### config.mk
export PLATFORM = sky130hd
export DESIGN_NAME = aud_fifo_pair
export DESIGN_NICKNAME = d
export VERILOG_FILES = /design/src/rtl/aud_fifo_pkg.sv /design/src/rtl/aud_fifo_buf.sv /design/src/rtl/aud_fifo_regs.sv /design/src/rtl/aud_fifo_pair.sv
export SDC_FILE = /design/constraint.sdc
export NUM_CORES = 1
export LEC_CHECK = 0
export BUFFER_PORTS_ARGS = -buffer_cell sky130_fd_sc_hd__buf_4
export CAP_MARGIN = 40
export CORE_UTILIZATION = 50
export CTS_CLUSTER_DIAMETER = 150
export DETAILED_ROUTE_END_ITERATION = 10
export PLACE_DENSITY = 0.74
export SLEW_MARGIN = 30
export SYNTH_ARGS = -nofsm -noshare
export SYNTH_HDL_FRONTEND = slang
export SYNTH_SLANG_ARGS = --single-unit
### constraint.sdc
create_clock -name clk -period 3.7 [get_ports clk]
set_clock_uncertainty 0.05 [all_clocks]
set_input_delay 0.185 -clock clk [delete_from_list [all_inputs] [get_ports clk]]
set_output_delay 0.185 -clock clk [all_outputs]
set_load 0.02 [all_outputs]
### src/rtl/aud_fifo_pkg.sv
package aud_fifo_pkg;
  localparam int REG_W      = 16;
  localparam int BURST      = 16;
  localparam int TX_THR_RST = 8;
  localparam int RX_THR_RST = 7;

  // configuration register (address 0)
  localparam int CF_TXTHR_LO = 0;
  localparam int CF_RXTHR_LO = 4;
  localparam int CF_HOLD     = 8;
  localparam int CF_SRST     = 15;

  // control register (address 1)
  localparam int CT_TXFL = 0;
  localparam int CT_RXFL = 1;
  localparam int CT_LOOP = 2;
  localparam int CT_IETU = 4;
  localparam int CT_IERO = 5;
  localparam int CT_IETR = 6;
  localparam int CT_IERR = 7;

  typedef struct packed {
    logic loopback;
    logic ie_tur;
    logic ie_ror;
    logic ie_txr;
    logic ie_rxr;
  } ctrl_t;
endpackage

### src/rtl/aud_fifo_buf.sv
module aud_fifo_buf #(
  parameter int DW    = 16,
  parameter int DEPTH = 32
) (
  input  logic                     clk,
  input  logic                     rst,
  input  logic                     clr,
  input  logic                     wr_en,
  input  logic [DW-1:0]            wdata,
  input  logic                     rd_en,
  output logic [DW-1:0]            rdata,
  output logic [$clog2(DEPTH):0]   level
);
  localparam int AW = $clog2(DEPTH);
  localparam int LW = AW + 1;

  logic [DW-1:0] mem [DEPTH];
  logic [AW-1:0] wptr, rptr;
  logic          wr_ok, rd_ok;

  assign wr_ok = wr_en && (level != LW'(DEPTH)) && !clr;
  assign rd_ok = rd_en && (level != '0) && !clr;

  // storage without reset so it maps onto block RAM
  always_ff @(posedge clk) begin
    if (wr_ok) mem[wptr] <= wdata;
  end

  always_ff @(posedge clk) begin
    if (rst)        rdata <= '0;
    else if (rd_ok) rdata <= mem[rptr];
  end

  always_ff @(posedge clk) begin
    if (rst || clr) begin
      wptr  <= '0;
      rptr  <= '0;
      level <= '0;
    end else begin
      if (wr_ok) wptr <= wptr + 1'b1;
      if (rd_ok) rptr <= rptr + 1'b1;
      case ({wr_ok, rd_ok})
        2'b10:   level <= level + 1'b1;
        2'b01:   level <= level - 1'b1;
        default: level <= level;
      endcase
    end
  end
endmodule

### src/rtl/aud_fifo_regs.sv
module aud_fifo_regs
  import aud_fifo_pkg::*;
#(
  parameter int THR_W = 4
) (
  input  logic              clk,
  input  logic              rst,
  input  logic              we,
  input  logic              addr,
  input  logic [REG_W-1:0]  wdata,
  output logic [THR_W-1:0]  tx_thr,
  output logic [THR_W-1:0]  rx_thr,
  output logic              hold_last,
  output ctrl_t             ctrl,
  output logic              tx_flush_p,
  output logic              rx_flush_p,
  output logic              srst_p
);
  logic unused_bits;
  assign unused_bits = ^{wdata[14:9], wdata[3]};

  always_ff @(posedge clk) begin
    if (rst || srst_p) begin
      tx_thr     <= THR_W'(TX_THR_RST);
      rx_thr     <= THR_W'(RX_THR_RST);
      hold_last  <= 1'b0;
      ctrl       <= '0;
      tx_flush_p <= 1'b0;
      rx_flush_p <= 1'b0;
      srst_p     <= 1'b0;
    end else begin
      tx_flush_p <= 1'b0;
      rx_flush_p <= 1'b0;
      srst_p     <= 1'b0;
      if (we && !addr) begin
        tx_thr    <= wdata[CF_TXTHR_LO +: THR_W];
        rx_thr    <= wdata[CF_RXTHR_LO +: THR_W];
        hold_last <= wdata[CF_HOLD];
        srst_p    <= wdata[CF_SRST];
      end
      if (we && addr) begin
        tx_flush_p    <= wdata[CT_TXFL];
        rx_flush_p    <= wdata[CT_RXFL];
        ctrl.loopback <= wdata[CT_LOOP];
        ctrl.ie_tur   <= wdata[CT_IETU];
        ctrl.ie_ror   <= wdata[CT_IERO];
        ctrl.ie_txr   <= wdata[CT_IETR];
        ctrl.ie_rxr   <= wdata[CT_IERR];
      end
    end
  end
endmodule

### src/rtl/aud_fifo_pair.sv
module aud_fifo_pair
  import aud_fifo_pkg::*;
#(
  parameter int DW           = 16,
  parameter int DEPTH        = 32,
  parameter int THR_W        = 4,
  parameter bit SHARED_FLUSH = 1'b0
) (
  input  logic                    clk,
  input  logic                    rst,
  input  logic                    cfg_we,
  input  logic                    cfg_addr,
  input  logic [15:0]             cfg_wdata,
  input  logic                    tx_push,
  input  logic [DW-1:0]           tx_data,
  input  logic                    rx_pop,
  output logic [DW-1:0]           rx_data,
  input  logic                    ser_tx_pull,
  output logic [DW-1:0]           ser_tx_word,
  input  logic                    ser_rx_push,
  input  logic [DW-1:0]           ser_rx_word,
  output logic [$clog2(DEPTH):0]  tx_level,
  output logic [$clog2(DEPTH):0]  rx_level,
  output logic                    tx_req,
  output logic                    rx_req,
  output logic                    tx_underrun,
  output logic                    rx_overrun,
  output logic                    irq
);
  localparam int LW = $clog2(DEPTH) + 1;

  logic [THR_W-1:0] tx_thr, rx_thr;
  logic             hold_last;
  ctrl_t            ctrl;
  logic             tx_flush_p, rx_flush_p, srst_p;
  logic             blk_rst, tx_clr, rx_clr;
  logic [DW-1:0]    tx_rdata, rx_wdata;
  logic             rx_wr, und_last, lb_v, ie_any;

  assign blk_rst = rst | srst_p;

  aud_fifo_regs #(.THR_W(THR_W)) u_regs (
    .clk(clk), .rst(rst), .we(cfg_we), .addr(cfg_addr), .wdata(cfg_wdata),
    .tx_thr(tx_thr), .rx_thr(rx_thr), .hold_last(hold_last), .ctrl(ctrl),
    .tx_flush_p(tx_flush_p), .rx_flush_p(rx_flush_p), .srst_p(srst_p)
  );

  assign tx_clr = tx_flush_p;
  generate
    if (SHARED_FLUSH) begin : g_shared_flush
      assign rx_clr = tx_flush_p;
    end else begin : g_split_flush
      assign rx_clr = rx_flush_p;
    end
  endgenerate

  aud_fifo_buf #(.DW(DW), .DEPTH(DEPTH)) u_txq (
    .clk(clk), .rst(blk_rst), .clr(tx_clr), .wr_en(tx_push), .wdata(tx_data),
    .rd_en(ser_tx_pull), .rdata(tx_rdata), .level(tx_level)
  );

  // loopback tap: the word handed out on a pull enters capture one cycle later
  assign rx_wr    = lb_v | (!ctrl.loopback & ser_rx_push);
  assign rx_wdata = lb_v ? ser_tx_word : ser_rx_word;

  aud_fifo_buf #(.DW(DW), .DEPTH(DEPTH)) u_rxq (
    .clk(clk), .rst(blk_rst), .clr(rx_clr), .wr_en(rx_wr), .wdata(rx_wdata),
    .rd_en(rx_pop), .rdata(rx_data), .level(rx_level)
  );

  always_ff @(posedge clk) begin
    if (blk_rst) begin
      tx_underrun <= 1'b0;
      rx_overrun  <= 1'b0;
      und_last    <= 1'b0;
      lb_v        <= 1'b0;
    end else begin
      lb_v <= ser_tx_pull & ctrl.loopback;
      if (ser_tx_pull) und_last <= (tx_level == '0) | tx_clr;
      if (tx_clr)                                  tx_underrun <= 1'b0;
      else if (ser_tx_pull && tx_level == '0)      tx_underrun <= 1'b1;
      if (rx_clr)                                  rx_overrun <= 1'b0;
      else if (rx_wr && rx_level == LW'(DEPTH))    rx_overrun <= 1'b1;
    end
  end

  // a starved pull either repeats the held read register or sends zero
  assign ser_tx_word = (und_last && !hold_last) ? '0 : tx_rdata;

  assign tx_req = tx_level <= LW'(tx_thr);
  assign rx_req = rx_level >  LW'(rx_thr);
  assign ie_any = ctrl.ie_tur | ctrl.ie_ror | ctrl.ie_txr | ctrl.ie_rxr;
  assign irq    = (ctrl.ie_tur & tx_underrun) | (ctrl.ie_ror & rx_overrun) |
                  (ctrl.ie_txr & tx_req)      | (ctrl.ie_rxr & rx_req);
endmodule

==> impl_metrics.py <==
metrics = {
    "synthesis": {
        "yosys_warnings": 0,
        "ys_seq_area_frac": 0.750,
        "synth_top_area_frac": 0.710,
        "async_flop_share": 0,
        "ys_seq_elements": 1109,
        "avgSynthCellArea_sq_um": 19.7,
        "ys_types": 59,
        "synthFlopType": "edfxtp_1",
        "synth-edff-count": 1024,
        "synth.area.top_cells": "edfxtp_1 (71%), mux4_2 (9.5%), dfxtp_1 (3.9%)",
        "synth_area_leader_cell": "edfxtp_1",
        "syn-cell-area_sq_um": 43300,
        "postSynthNetCount": 2281,
        "syn_inst": 2195,
    },
    "drt": {
        "routed_wl_mm": 96.9,
        "first_iter_violations": 2360,
        "antenna_left": 0,
        "vias": 21900,
        "drc": 0,
        "dr.pass1.iters": 5,
        "routed_via_density": 5.98,
        "wl_per_cell_microns": 26.5,
    },
    "sta": {
        "setup_viol": 0,
        "max-slew-margin-rel": 0.428,
        "period_share": 0.900,
        "fin_setup_tns_ns": 0,
        "max_freq_ghz": 0.300,
        "maxSlewViolCount": 0,
        "finalCriticalPeriod_ns": 3.33,
        "tightest_slew_ns": 0.854,
        "finalHoldViolCount": 0,
        "rsz0062_at_grt": "false",
    },
    "clock_network": {
        "clkTransAtPathRegs_ns": 0.07,
        "numCtsBuffers": 102,
        "clkSinkCount": 1109,
        "htreeDepth": 3,
        "clock_latency_ns": 0.66,
        "tritoncts": "yes",
        "cts_resized": 0,
        "cts_max_path_buffers": 3,
        "cts_root_buffer": "clkbuf_16",
    },
    "setup_path": {
        "setup.worst_path.end_class": "register",
        "path_depth": 12,
        "crit_family": "simple AND/OR/NAND/NOR gates",
        "required_ns": 4.16,
        "crit_path_max_incr_delay_ns": 0.61,
        "crit_type": "reg -> reg",
        "cp_common_cell": "ha_1",
        "cp_cell_sequence": "or4_1 > nor3b_1 > nor3_2 > inv_1 > ha_1 > ha_1 > a21o_1 > a21oi_1 > nand4b_1 > nand3_1 > xnor2_1 > nor2_1",
        "worstPathArrival_ns": 3.79,
        "r2r_cells": 12,
        "critPathLaunchType": "register",
        "critical_path.slowest_cell": "or4_1",
        "path_buf_inv": 1,
        "critPathMaxFanout": 9,
    },
    "global_routing": {
        "grt_max_degree": 47,
        "grt_pass1_wl_mm": 142,
        "grt_pass1_vias": 22100,
        "overflow": 0,
        "antenna_found_initial": 3,
        "grtUsageTotal": 0.223,
    },
    "finish": {
        "syn_to_final_growth_pct": 14.4,
        "drive_gt1_frac": 0.248,
        "finalCoreUtilization": 0.580,
        "fillCellCount": 6156,
        "antenna_cells": 0,
        "finalNetCount": 2512,
        "fin_area_sq_um": 49500,
    },
    "die": {
        "rows": 107,
        "die_w_microns": 296,
        "dieArea_sq_um": 87700,
        "dieHeight_microns": 296,
        "ios": 105,
        "core-area_sq_um": 85400,
        "start_util": 0.507,
    },
    "power": {
        "p_per_area_nw_per_um2": 606,
        "p_int_mw": 22.4,
        "power_frac_seq": 0.479,
        "combPwrFrac": 0.172,
        "p_sw_frac": 0.255,
        "ir_worst_vdd_uv": 474,
        "netSwitchingPower_mw": 7.65,
        "finalPower_mw": 30.0,
        "clkPwrFrac": 0.349,
        "leakagePower_nw": 15.7,
    },
    "outcome": {
        "status": "finished clean",
    },
    "min_path": {
        "hold_depth": 4,
        "hold_class": "in -> reg",
    },
    "placed_design": {
        "dp_hpwl_mm": 56.0,
        "gp_congestion": 0.820,
        "portBuffers": 98,
        "place_area_sq_um": 45700,
    },
    "run": {
        "drv_cap": 0,
    },
}
power groups by stage:
stage / sequential, mW / combinational (mW) / clock [mW]
6_report: 14.4 / 5.15 / 10.5
5_1_grt: 14.4 / 5.48 / 11.1
4_1_cts: 14.4 / 5.15 / 10.6
3_5_place_dp: 14.6 / 5.09 / 0
3_3_place_gp: 14.6 / 4.96 / 0
2_1_floorplan: 14.6 / 3.66 / 0
cells by family after synthesis:
group,synth area share
adders and majority gates,0.00902
buffers and inverters,0.0183
AOI/OAI and AO/OA,0.0551
DFF,0.750
xor gates and xnor gates,0.00486
and+or+nand+nor,0.0268
muxes,0.136
synth_stat cells, types with 16 or more instances:
master / count
a21oi_1: 90
edfxtp_1: 1024
o221ai_1: 32
buf_4: 16
mux4_2: 182
and2_1: 16
mux2_2: 16
nand2_1: 37
xor2_1: 16
ha_1: 28
buf_2: 18
mux2i_1: 130
clkbuf_1: 71
a22oi_1: 30
a22o_1: 63
o22ai_1: 30
a2111oi_2: 30
inv_1: 27
dfxtp_1: 85
nor2_1: 112
cell type report:
cell class                 instances  area, sq um  area share
clock buffer                     126         2770      0.0559
clock inverter                    67          598      0.0121
inverter                          27          101     0.00205
multi-input combinational        939        10100       0.203
sequential                      1109        32500       0.656
tap                             1144         1430      0.0289
timing repair buffer             247         2060      0.0417
per-layer routing:
| metal | GRT usage | share of wire | vias to the layer above |
|---|---|---|---|
| met5 | 0 | 0.00014 | - |
| met4 | 0.0684 | 0.028 | 2 |
| met3 | 0.0349 | 0.073 | 139 |
| met2 | 0.370 | 0.50 | 947 |
| met1 | 0.306 | 0.40 | 11300 |
| li1 | - | - | 9489 |
stage by stage:
stage,instances,setup WS [ns],hold slack (ns)
after global routing,3659,0.116,0.189
after CTS,3658,0.336,0.147
after detailed placement,3423,0.359,0.365
after floorplan,2195,0.681,0.234
final,3659,0.370,0.173
after global placement,3421,0.422,0.364
timing repair:
action / CTS / global route
hold endpoints to repair: 537 / 0
buffers inserted: 0 / 0
hold buffers: 42 / 0
state kept, by name (all words and copies together), names as in the netlist:
| name | cells |
|---|---|
| u_rxq.level | 6 |
| u_txq.level | 6 |
| rx_overrun | 1 |
| u_txq.mem | 512 |
| u_rxq.rptr | 5 |
| u_txq.rdata | 16 |
| u_regs.ctrl | 5 |
| u_txq.wptr | 5 |
| u_regs.tx_flush_p | 1 |
| u_regs.tx_thr | 4 |
| lb_v | 1 |
| u_rxq.mem | 512 |
| u_rxq.rdata | 16 |
| u_regs.hold_last | 1 |
| u_txq.rptr | 5 |
| u_regs.rx_flush_p | 1 |
| u_regs.srst_p | 1 |
| tx_underrun | 1 |
| und_last | 1 |
| u_regs.rx_thr | 4 |
| u_rxq.wptr | 5 |
worst reg2reg max path, cell delays in order, from the launching register on:
cell	delay, ns
dfxtp_1	0.38
or4_1	0.61
nor3b_1	0.34
nor3_2	0.20
inv_1	0.09
ha_1	0.34
ha_1	0.29
a21o_1	0.17
a21oi_1	0.25
nand4b_1	0.17
nand3_1	0.10
xnor2_1	0.15
nor2_1	0.05
path summary, 6_finish.rpt:
check                 start        endpoint  slack (ns)
max          u_rxq.level[1]  u_rxq.level[5]        0.37
min                 tx_push   u_txq.wptr[0]        0.17
max reg2reg  u_rxq.level[1]  u_rxq.level[5]        0.37
min reg2reg  u_txq.rdata[4]  u_txq.rdata[4]        0.40
cell usage in the layout (no fill, tap or decap), types with 5 or more instances in the layout:
master         count
dfxtp_1           79
nand3_1           11
a22oi_1           30
buf_12             5
a21oi_1           90
clkinvlp_4        10
a22o_1            63
nand3b_1           7
a2111oi_2         30
mux2_2            16
nand4_1            7
ha_1              28
clkinv_1          16
mux2i_1          130
or2_2              5
mux4_2           182
clkbuf_1          16
dlygate4sd3_1     42
clkbuf_16        106
bufinv_16          9
nor2b_1            5
inv_1             27
o22ai_1           30
xnor2_1            8
nand2_1           37
edfxtp_1        1024
and2_1            16
o21ai_0            9
buf_4            198
mux4_1            12
a211oi_1           6
nor2_1           110
clkinv_2          26
xor2_1            16
o221ai_1          32
No activity file was read; power rests on OpenSTA's default activity.
